$ cat src/rtl/adc_seq_pkg.sv
package adc_seq_pkg;

    // Controller sequencing states
    typedef enum logic [2:0] {
        ST_IDLE,   // waiting for a start request or pacer tick
        ST_ARM,    // high-sampling start from a low idle line: raise first
        ST_LOW,    // high-sampling start pulse, line low
        ST_WAKE,   // auto-sleep wake interval, line high
        ST_WAIT,   // waiting for busy high then low
        ST_READ,   // serial frame in progress
        ST_QUIET   // guard interval before the next start edge
    } seq_state_t;

    typedef enum logic {
        MODE_FAST  = 1'b0,
        MODE_SLEEP = 1'b1
    } pwr_mode_t;

    // Per-conversion result handed from the FSM to the output registers
    typedef struct packed {
        logic vld;
        logic err;
    } conv_flags_t;

    function automatic int unsigned umax(input int unsigned a, input int unsigned b);
        return (a > b) ? a : b;
    endfunction

    // Level the start line rests at between conversions
    function automatic logic idle_level(input pwr_mode_t m);
        return (m == MODE_FAST);
    endfunction

endpackage

$ cat src/rtl/adc_seq_sync.sv
module adc_seq_sync #(
    parameter int STAGES = 2
) (
    input  logic clk,
    input  logic rst,
    input  logic d,
    output logic q
);
    logic [STAGES-1:0] ff;

    generate
        if (STAGES == 1) begin : g_one
            always_ff @(posedge clk) begin
                if (rst) ff <= '0;
                else     ff <= d;
            end
        end else begin : g_chain
            always_ff @(posedge clk) begin
                if (rst) ff <= '0;
                else     ff <= {ff[STAGES-2:0], d};
            end
        end
    endgenerate

    assign q = ff[STAGES-1];
endmodule

$ cat src/rtl/adc_seq_shift.sv
module adc_seq_shift #(
    parameter int HALF   = 4,
    parameter int NBITS  = 16,
    parameter int OUT_W  = 12
) (
    input  logic             clk,
    input  logic             rst,
    input  logic             go,
    input  logic             sdata,
    output logic             sclk,
    output logic             done,
    output logic [OUT_W-1:0] word
);
    localparam int PH_W  = $clog2(HALF + 1);
    localparam int BIT_W = $clog2(NBITS + 1);

    logic             active;
    logic             sclk_q;
    logic [PH_W-1:0]  ph;
    logic [BIT_W-1:0] bits;
    logic [OUT_W-1:0] shreg;

    always_ff @(posedge clk) begin
        if (rst) begin
            active <= 1'b0;
            sclk_q <= 1'b0;
            ph     <= '0;
            bits   <= '0;
            shreg  <= '0;
            done   <= 1'b0;
        end else begin
            done <= 1'b0;
            if (go) begin
                active <= 1'b1;
                sclk_q <= 1'b0;
                ph     <= '0;
                bits   <= '0;
            end else if (active) begin
                if (ph == PH_W'(HALF - 1)) begin
                    ph <= '0;
                    if (!sclk_q) begin
                        // rising edge: capture the bit the converter presents
                        sclk_q <= 1'b1;
                        shreg  <= {shreg[OUT_W-2:0], sdata};
                    end else begin
                        sclk_q <= 1'b0;
                        if (bits == BIT_W'(NBITS - 1)) begin
                            active <= 1'b0;
                            done   <= 1'b1;
                        end else begin
                            bits <= bits + 1'b1;
                        end
                    end
                end else begin
                    ph <= ph + 1'b1;
                end
            end
        end
    end

    assign sclk = sclk_q;
    assign word = shreg;
endmodule

$ cat src/rtl/adc_seq_pacer.sv
module adc_seq_pacer #(
    parameter int PW         = 16,
    parameter int MIN_PERIOD = 100
) (
    input  logic          clk,
    input  logic          rst,
    input  logic          go,
    input  logic [PW-1:0] period,
    output logic          due
);
    localparam logic [PW-1:0] MIN_P = PW'(MIN_PERIOD);

    logic [PW-1:0] cnt;
    logic [PW-1:0] eff;

    always_comb begin
        eff = (period < MIN_P) ? MIN_P : period;
        due = (cnt >= eff - 1'b1);
    end

    // Counts cycles since the last accepted start; saturates when idle long
    always_ff @(posedge clk) begin
        if (rst)              cnt <= '1;
        else if (go)          cnt <= '0;
        else if (cnt != '1)   cnt <= cnt + 1'b1;
    end
endmodule

$ cat src/rtl/adc_seq_ctrl.sv
module adc_seq_ctrl
    import adc_seq_pkg::*;
#(
    parameter int T_LOW       = 5,
    parameter int T_WAKE      = 400,
    parameter int T_CONV      = 380,
    parameter int SCLK_HALF   = 4,
    parameter int T_QUIET     = 32,
    parameter int BUSY_TMO    = 1200,
    parameter int SYNC_STAGES = 2,
    parameter int FRAME_BITS  = 16,
    parameter int SAMPLE_W    = 12,
    parameter int PERIOD_W    = 16
) (
    input  logic                clk,
    input  logic                rst,
    input  logic                start_req,
    input  logic                run_en,
    input  logic                sleep_mode,
    input  logic [PERIOD_W-1:0] run_period,
    input  logic                busy,
    input  logic                sdata,
    output logic                convst,
    output logic                sclk,
    output logic [SAMPLE_W-1:0] sample,
    output logic                sample_vld,
    output logic                conv_err
);
    localparam int MIN_PERIOD = T_LOW + T_CONV + 2 * SCLK_HALF * FRAME_BITS + T_QUIET;
    localparam int TMR_MAX    = umax(umax(T_LOW, T_WAKE), umax(T_QUIET, BUSY_TMO));
    localparam int TMR_W      = $clog2(TMR_MAX + 1);

    seq_state_t          state;
    pwr_mode_t           mode_q;
    logic                convst_q;
    logic [TMR_W-1:0]    tmr;
    logic                seen_hi;
    logic                rd_go;
    conv_flags_t         flags;
    logic [SAMPLE_W-1:0] sample_q;

    logic                busy_s;
    logic                pace_due;
    logic                rd_done;
    logic [SAMPLE_W-1:0] rd_word;
    logic                go;

    adc_seq_sync #(.STAGES(SYNC_STAGES)) u_busy_sync (
        .clk (clk),
        .rst (rst),
        .d   (busy),
        .q   (busy_s)
    );

    adc_seq_pacer #(.PW(PERIOD_W), .MIN_PERIOD(MIN_PERIOD)) u_pacer (
        .clk    (clk),
        .rst    (rst),
        .go     (go),
        .period (run_period),
        .due    (pace_due)
    );

    adc_seq_shift #(.HALF(SCLK_HALF), .NBITS(FRAME_BITS), .OUT_W(SAMPLE_W)) u_shift (
        .clk   (clk),
        .rst   (rst),
        .go    (rd_go),
        .sdata (sdata),
        .sclk  (sclk),
        .done  (rd_done),
        .word  (rd_word)
    );

    assign go = (state == ST_IDLE) && (start_req || (run_en && pace_due));

    always_ff @(posedge clk) begin
        if (rst) begin
            state    <= ST_IDLE;
            mode_q   <= MODE_FAST;
            convst_q <= idle_level(MODE_FAST);
            tmr      <= '0;
            seen_hi  <= 1'b0;
            rd_go    <= 1'b0;
            flags    <= '0;
            sample_q <= '0;
        end else begin
            rd_go     <= 1'b0;
            flags.vld <= 1'b0;
            unique case (state)
                ST_IDLE: begin
                    if (go) begin
                        mode_q    <= pwr_mode_t'(sleep_mode);
                        flags.err <= 1'b0;
                        tmr       <= '0;
                        if (sleep_mode) begin
                            convst_q <= 1'b1;
                            state    <= ST_WAKE;
                        end else if (!convst_q) begin
                            convst_q <= 1'b1;
                            state    <= ST_ARM;
                        end else begin
                            convst_q <= 1'b0;
                            state    <= ST_LOW;
                        end
                    end
                end
                ST_ARM: begin
                    if (tmr == TMR_W'(T_LOW - 1)) begin
                        tmr      <= '0;
                        convst_q <= 1'b0;
                        state    <= ST_LOW;
                    end else begin
                        tmr <= tmr + 1'b1;
                    end
                end
                ST_LOW: begin
                    if (tmr == TMR_W'(T_LOW - 1)) begin
                        tmr      <= '0;
                        seen_hi  <= 1'b0;
                        convst_q <= 1'b1;
                        state    <= ST_WAIT;
                    end else begin
                        tmr <= tmr + 1'b1;
                    end
                end
                ST_WAKE: begin
                    if (tmr == TMR_W'(T_WAKE - 1)) begin
                        tmr      <= '0;
                        seen_hi  <= 1'b0;
                        convst_q <= 1'b0;
                        state    <= ST_WAIT;
                    end else begin
                        tmr <= tmr + 1'b1;
                    end
                end
                ST_WAIT: begin
                    tmr <= tmr + 1'b1;
                    if (busy_s) seen_hi <= 1'b1;
                    if (seen_hi && !busy_s) begin
                        rd_go <= 1'b1;
                        state <= ST_READ;
                    end else if (tmr == TMR_W'(BUSY_TMO - 1)) begin
                        flags.err <= 1'b1;
                        state     <= ST_IDLE;
                    end
                end
                ST_READ: begin
                    if (rd_done) begin
                        sample_q  <= rd_word;
                        flags.vld <= 1'b1;
                        tmr       <= '0;
                        state     <= ST_QUIET;
                    end
                end
                ST_QUIET: begin
                    if (tmr == TMR_W'(T_QUIET - 1)) begin
                        tmr   <= '0;
                        state <= ST_IDLE;
                    end else begin
                        tmr <= tmr + 1'b1;
                    end
                end
                default: state <= ST_IDLE;
            endcase
        end
    end

    assign convst     = convst_q;
    assign sample     = sample_q;
    assign sample_vld = flags.vld;
    assign conv_err   = flags.err;
endmodule

$ cat config.mk
export PLATFORM = sky130hd
export DESIGN_NAME = adc_seq_ctrl
export DESIGN_NICKNAME = d
export VERILOG_FILES = /design/src/rtl/adc_seq_pkg.sv /design/src/rtl/adc_seq_sync.sv /design/src/rtl/adc_seq_shift.sv /design/src/rtl/adc_seq_pacer.sv /design/src/rtl/adc_seq_ctrl.sv
export SDC_FILE = /design/constraint.sdc
export NUM_CORES = 1
export LEC_CHECK = 0
export ABC_AREA = 1
export BUFFER_PORTS_ARGS = -buffer_cell sky130_fd_sc_hd__buf_2
export CAP_MARGIN = 20
export CELL_PAD_IN_SITES_DETAIL_PLACEMENT = 1
export CELL_PAD_IN_SITES_GLOBAL_PLACEMENT = 1
export CORE_UTILIZATION = 44
export CTS_BUF_LIST = sky130_fd_sc_hd__clkbuf_8
export DETAILED_ROUTE_END_ITERATION = 16
export GPL_ROUTABILITY_DRIVEN = 0
export PLACE_DENSITY_LB_ADDON = 0.2
export SLEW_MARGIN = 20
export SYNTH_ARGS = -nofsm -noshare
export SYNTH_HDL_FRONTEND = slang
export SYNTH_SLANG_ARGS = --single-unit
$ cat constraint.sdc
create_clock -name clk -period 3.3 [get_ports clk]
set_input_delay 0.165 -clock clk [delete_from_list [all_inputs] [get_ports clk]]
set_output_delay 0.165 -clock clk [all_outputs]
set_load 0.1 [all_outputs]
### Word level (Yosys, flattened, before mapping)

Index checks and enable logic that the tools add are counted.

| operators by class | value |
|---|---|
| bitwise logic cells | 7 |
| muxes and demuxes | 43 |
| order comparisons | 2 |
| $add $sub $neg | 5 |
| equality and inequality tests | 23 |
| reduce and logical (&&, ||, !) cells | 25 |

Operators by type and width:

| cell | count |
|---|---|
| one-hot mux 11 bit (6 select lines) | 1 |
| two-way mux 11 bit | 5 |
| two-way mux 16 bit | 3 |
| two-way mux 3 bit | 9 |
| one-hot mux 3 bit (7 select lines) | 1 |
| two-way mux 1 bit | 19 |
| adder 16 x 1 -> 16 bit, second input constant | 1 |
| >= comparator 16 bit | 1 |
| less-than comparator 16 x 10 -> 1 bit, second input constant | 1 |
| inequality test 16 bit, second input constant | 1 |
| AND reduction 4 bit | 4 |
| subtractor 16 x 1 -> 16 bit, second input constant | 1 |
| inequality test 2 bit, second input constant | 7 |
| adder 11 x 1 -> 11 bit, second input constant | 1 |
| equality test 11 bit, second input constant | 1 |
| equality test 11 x 3 -> 1 bit, second input constant | 1 |
| equality test 11 x 5 -> 1 bit, second input constant | 1 |
| equality test 11 x 9 -> 1 bit, second input constant | 1 |
| equality test 3 x 2 -> 1 bit, second input constant | 3 |
| equality test 3 bit, second input constant | 3 |
| OR reduction 2 bit | 4 |
| NOT 1 bit | 7 |
| AND reduction 7 bit | 1 |
| nonzero test 6 bit | 1 |
| other kinds (21) | 27 |

| word-level totals | value |
|---|---|
| output and inout port bits | 16 |
| logic and storage cells | 121 |
| bits of input ports | 23 |
| flip-flop bits (word level) | 72 |

### Logic depth before layout (Yosys ltp)

| logic depth | value |
|---|---|
| word-level depth | 9 |
| gate-level depth with buffers | 27 |

### Cells and area by module

Synthesis repeated with hierarchy kept, for this count alone.

| second synthesis, totals | value |
|---|---|
| cell total of the unflattened synthesis | 658 |
| area total of the unflattened synthesis | 4,450.5 µm² |

Modules (own cells, without submodules):

| module | cells an instance | times used | area an instance (µm²) |
|---|---|---|---|
| adc_seq_pacer | 274 | 1 | 1,783.0 |
| adc_seq_ctrl | 257 | 1 | 1,667.8 |
| adc_seq_shift | 121 | 1 | 944.7 |
| adc_seq_sync | 6 | 1 | 55.1 |

### Worst setup path before layout

OpenSTA, ideal clock, no wires.

| timing path | value |
|---|---|
| path type | input to register |
| start point | input run_period[11] |
| end point | register tmr[4] |
| setup slack | 0.483 ns |
| cell stages on the path | 25 |
| buffers on the path | 2 |
| data required time | 3.229 ns |
| setup time | 0.071 ns |
| arrival time | 2.746 ns |
| path through | or2_4 -> nor3_2 -> nand2_1 -> nand2_2 -> buf_8 -> nand2_1 -> ha_1 -> nand2_2 -> nor2_4 -> xor2_1 -> ha_1 -> nand2_1 -> inv_1 -> nand2_1 -> nand2_1 -> nor2_1 -> nand2_1 -> nand2_1 -> nand2_1 -> nand2_1 -> nand3_2 -> nand2_1 -> buf_2 -> nand2_1 -> a21oi_1 |

| on the way | value |
|---|---|
| cells in the longest elaborated chain, start to end | 9 |

RTL lines:

| item | line | source |
|---|---|---|
| start, declared | adc_seq_ctrl.sv:20 | `input logic [PERIOD_W-1:0] run_period,` |
| less-than comparator 16 x 10 -> 1 bit | adc_seq_pacer.sv:17 | `eff = (period < MIN_P) ? MIN_P : period;` |
| two-way mux 16 bit (*) | adc_seq_pacer.sv:17 |  |
| subtractor 16 x 1 -> 16 bit (*) | adc_seq_pacer.sv:18 | `due = (cnt >= eff - 1'b1);` |
| >= comparator 16 bit (*) | adc_seq_pacer.sv:18 |  |
| logical AND 1 bit (*) | adc_seq_ctrl.sv:73 | `assign go = (state == ST_IDLE) && (start_req \|\| (run_en && pace_due));` |
| logical OR 1 bit (*) | adc_seq_ctrl.sv:73 |  |
| logical AND 1 bit (*) | adc_seq_ctrl.sv:73 |  |
| inequality test 2 bit (no source line) (*) | - |  |
| AND reduction 3 bit (no source line) (*) | - |  |
| end signal, assigned | adc_seq_ctrl.sv:112 | `tmr <= tmr + 1'b1;` |
| end signal, assigned | adc_seq_ctrl.sv:122 | `tmr <= tmr + 1'b1;` |
| end signal, assigned | adc_seq_ctrl.sv:132 | `tmr <= tmr + 1'b1;` |
| end, declared | adc_seq_ctrl.sv:36 | `logic [TMR_W-1:0] tmr;` |

Mark *: on every way between the ends. The rest lies on a longest branch, timed or not.
A chain may end at the register's enable or synchronous reset.

### Worst setup path in the final report

| timing path | value |
|---|---|
| start point | input run_period[11] |
| end point | register u_pacer.cnt[7] |

| on the way | value |
|---|---|
| cells in the longest elaborated chain, start to end | 8 |

RTL lines:

| item | line | source |
|---|---|---|
| less-than comparator 16 x 10 -> 1 bit | adc_seq_pacer.sv:17 |  |
| two-way mux 16 bit (*) | adc_seq_pacer.sv:17 |  |
| subtractor 16 x 1 -> 16 bit (*) | adc_seq_pacer.sv:18 |  |
| >= comparator 16 bit (*) | adc_seq_pacer.sv:18 |  |
| logical AND 1 bit (*) | adc_seq_ctrl.sv:73 |  |
| logical OR 1 bit (*) | adc_seq_ctrl.sv:73 |  |
| logical AND 1 bit (*) | adc_seq_ctrl.sv:73 |  |
| two-way mux 16 bit or nonzero test 2 bit (tied branches) | - |  |
| end signal, assigned | adc_seq_pacer.sv:25 | `else if (cnt != '1) cnt <= cnt + 1'b1;` |
| end, declared | adc_seq_pacer.sv:13 | `logic [PW-1:0] cnt;` |

Marked as above.

==> impl_metrics.ini <==
[yosys]
netlist_top_cells_area = dfxtp_1, nand2_1, nor2_1
synth_common_cells = nand2_1, nor2_1, inv_1
synth-compound-area-share_pct = 12.5
yosysTopAreaCellShare_pct = 33.0
ys_warn_count = 0
synth_fa_ha_area_share_pct = 6.58
synth_fp_nets = 702
muxShareOfSynthArea_pct = 0
synth_top_family_by_area = simple AND/OR/NAND/NOR gates
synth_edf_count = 0
postSynthCellCount = 656
synth_seq_cells = 72
async_reset_ff_share_pct = 0
synth-simple-area-share_pct = 35.4
avgSynthCellArea_um2 = 6.67
synth_area_um2 = 4370
ys_types = 44
yosys.area.top_type = dfxtp_1
synth.most_common_cell = nand2_1
ys_seq_area_share_pct = 33.0
synth_xor_area_share_pct = 4.20
synth-main-ff-cell = dfxtp_1

[place]
place_area_um2 = 4700
port_buffers = 38
pre_cts_ws_ps = -32.1
dp_hpwl_um = 8900

[setup_path]
crit_end = u_pacer.cnt[7]$_SDFFE_PP1P_
path_buf_inv = 3
worstSetupEndpointType = register
path_class = primary input to register
max_stage_delay_ps = 270
crit_arrival_ps = 3110
crit_family = simple AND/OR/NAND/NOR gates
startpoint_type = primary input
regToRegSetupSlack_ps = 1110
worstPathRequired_ps = 3580
cpMostUsedCell = nand2_1
timing.rr.end = u_pacer.cnt[9]$_SDFFE_PP1P_
reg2reg_from = u_pacer.cnt[1]$_SDFFE_PP1P_
cp-startpoint = run_period[11]
crit_chain = buf_2, or2_4, nor3_2, nand2_1, a21oi_1, ha_1, nand2_2, nor2_4, xor2_1, ha_1, nand2_1, inv_1, nand2_1, nand2_1, nor2_1, nand2_1, nand2_1, nand2_1, nand2_1, nand2_1, nand2_1, buf_4, nand2_1, o21ai_0
cp_slowest_cell = or2_4
cp_num_cells = 24
reg2reg_depth = 12
critical_path.max_fanout = 17

[hold_path]
hp-class = primary input to register

[sta]
final_max_slew_viol_count = 0
fmax_mhz = 353
setup_slack_ps = 468
hold_violations = 0
min_period_ps = 2830
worstMarginPinSlew_ps = 659
fin_worst_skew_ps = 11.8
finalSetupViolations = 0
rsz0062_at_grt = false
finalHoldWorstSlack_ps = 49.6
fin_crit_sh_pct = 85.8
maxSlewHeadroom_pct = 56.0

[floorplan]
core_um2 = 9680
fp.dieH_um = 102
ios = 39
die_w_um = 102
die_area_um2 = 10300
num_rows = 36
start_util_pct = 45.2

[cts]
cts_tree = yes
clk_latency_ps = 360
clkSinkCount = 72
h-tree-depth = 3
clock-root-buffer = clkbuf_8
clk_pin_slew_ps = 80
numCtsBuffers = 9
cts_setup_buffers = 0
cts_buffer_depth = 2

[layout]
nets = 743
multi_input_area_um2 = 2570
num-fill-cells = 1321
stdcell_area_um2 = 4890
n_antenna_cell = 0
area_growth_pct = 11.8
regArea_um2 = 1440
drive_above_1_share_pct = 12.5
final_util_pct = 50.5

[route]
vias = 4319
drc = 0
antenna_left = 0
dr_wl_met3_um = 250
wire_per_inst_um = 13.7
wl_met2_um = 5590
drtPass1Iterations = 4
highest_layer = met4
wl_met1_um = 5450
avgViaCountPerCell = 5.17
routed_wl_um = 11400
drt_iter0_drc = 113

[global_routing]
grt_max_degree = 45
antenna_found_initial = 0
grt.total_usage_pct = 24.0
overflow = 0
grt_pass1_wl_um = 19700
grt_pass1_vias = 4314

[power]
power_density_nw_per_um2 = 600
p_clk_share_pct = 22.2
pwr-share-comb_pct = 38.9
power.internal_mw = 1.67
p_seq_share_pct = 38.9
p_leak_nw = 2.28
switching_share_pct = 43.2
p_sw_mw = 1.27
peakVddDrop_v = 0.000282

[outcome]
status = finished, final reports clean

[flow_run]
drv_cap = 0
-- cell usage in the layout, fill, tap and decap left out, drive strengths merged, types with 2 or more instances in the layout --
cell type  count
nor3          17
xor2          14
inv           82
nand3         43
clkbuf         9
o21ai         44
ha            23
o211ai         6
xnor2          7
buf           43
nor3b          2
nor2         114
or2            5
a211oi         3
nand4         11
clkinv         3
a21oi         36
dfxtp         72
nand2        155
-- power groups by stage --
stage / sequential (mW) / clock [mW] / combinational (mW)
after global routing: 1.17 / 0.707 / 1.31
after detailed placement: 1.16 / 0 / 1.14
after floorplan: 1.18 / 0 / 0.819
after global placement: 1.15 / 0 / 1.09
after CTS: 1.14 / 0.673 / 1.15
final: 1.14 / 0.651 / 1.14
-- cell families after synthesis --
group / Yosys count
fa+ha+maj: 23
simple gates: 350
buf+inv: 93
xor+xnor: 21
flops: 72
compound gates: 97
-- worst register-to-register path, cell delays in order, from the launching register on --
cell and delay, ps:
dfxtp_1 420, ha_1 210, nand2_1 60, inv_1 110, nand2_1 60, nor2_1 330
nand3_2 270, inv_1 200, nor2_1 110, nand3_1 110, nand2_1 70, nand2_1 60
o21ai_1 50
-- worst min path at each step --
stage                     start                            to  slack, ps  depth (start not counted)
after CTS                 sdata  u_shift.word[0]$_SDFFE_PP0P_         40                          3
after floorplan            busy  u_busy_sync.ff[0]$_SDFF_PP0_        270                          2
after global placement     busy  u_busy_sync.ff[0]$_SDFF_PP0_        360                          3
after global routing      sdata  u_shift.word[0]$_SDFFE_PP0P_         60                          3
final                     sdata  u_shift.word[0]$_SDFFE_PP0P_         50                          3
after detailed placement   busy  u_busy_sync.ff[0]$_SDFF_PP0_        370                          3
-- per-stage QoR --
stage	setup TNS (ps)	cells	power, mW
2_1_floorplan	0	656	2.00
3_3_place_gp	0	818	2.24
3_5_place_dp	-130	818	2.30
4_1_cts	0	835	2.96
5_1_grt	0	835	3.18
6_report	0	835	2.94
-- metal layers --
layer | up-vias | GRT usage (%)
met3 | 16 | 3.59
met4 | 0 | 8.25
met1 | 2058 | 30.1
li1 | 2204 | -
met2 | 41 | 41.8
met5 | - | 0
-- layout make-up --
| class | instances | share of cell area (%) |
|---|---|---|
| repair buffers | 44 | 4.86 |
| flip-flops and latches | 72 | 29.5 |
| well taps | 133 | 3.40 |
| multi-input cells | 491 | 52.6 |
| inverters | 79 | 6.06 |
| clock buffers | 9 | 2.53 |
| clock inverters | 7 | 1.13 |
-- timing repair --
action	CTS	global route
resized for setup	0	1
hold buffers	1	0
setup endpoints to repair	0	8
endpoints found under the hold margin	1	0
-- registers in the layout (all words and copies together), names as in the netlist --
| signal | flops |
|---|---|
| seen_hi | 1 |
| conv_err | 1 |
| tmr | 11 |
| u_shift.done | 1 |
| u_shift.sclk | 1 |
| u_pacer.cnt | 16 |
| u_shift.ph | 3 |
| u_busy_sync.ff | 2 |
| sample | 12 |
| sample_vld | 1 |
| u_shift.bits | 5 |
| u_shift.active | 1 |
| rd_go | 1 |
| u_shift.word | 12 |
| state | 3 |
| convst | 1 |
Note: power is estimated with default switching activity, not from simulation.
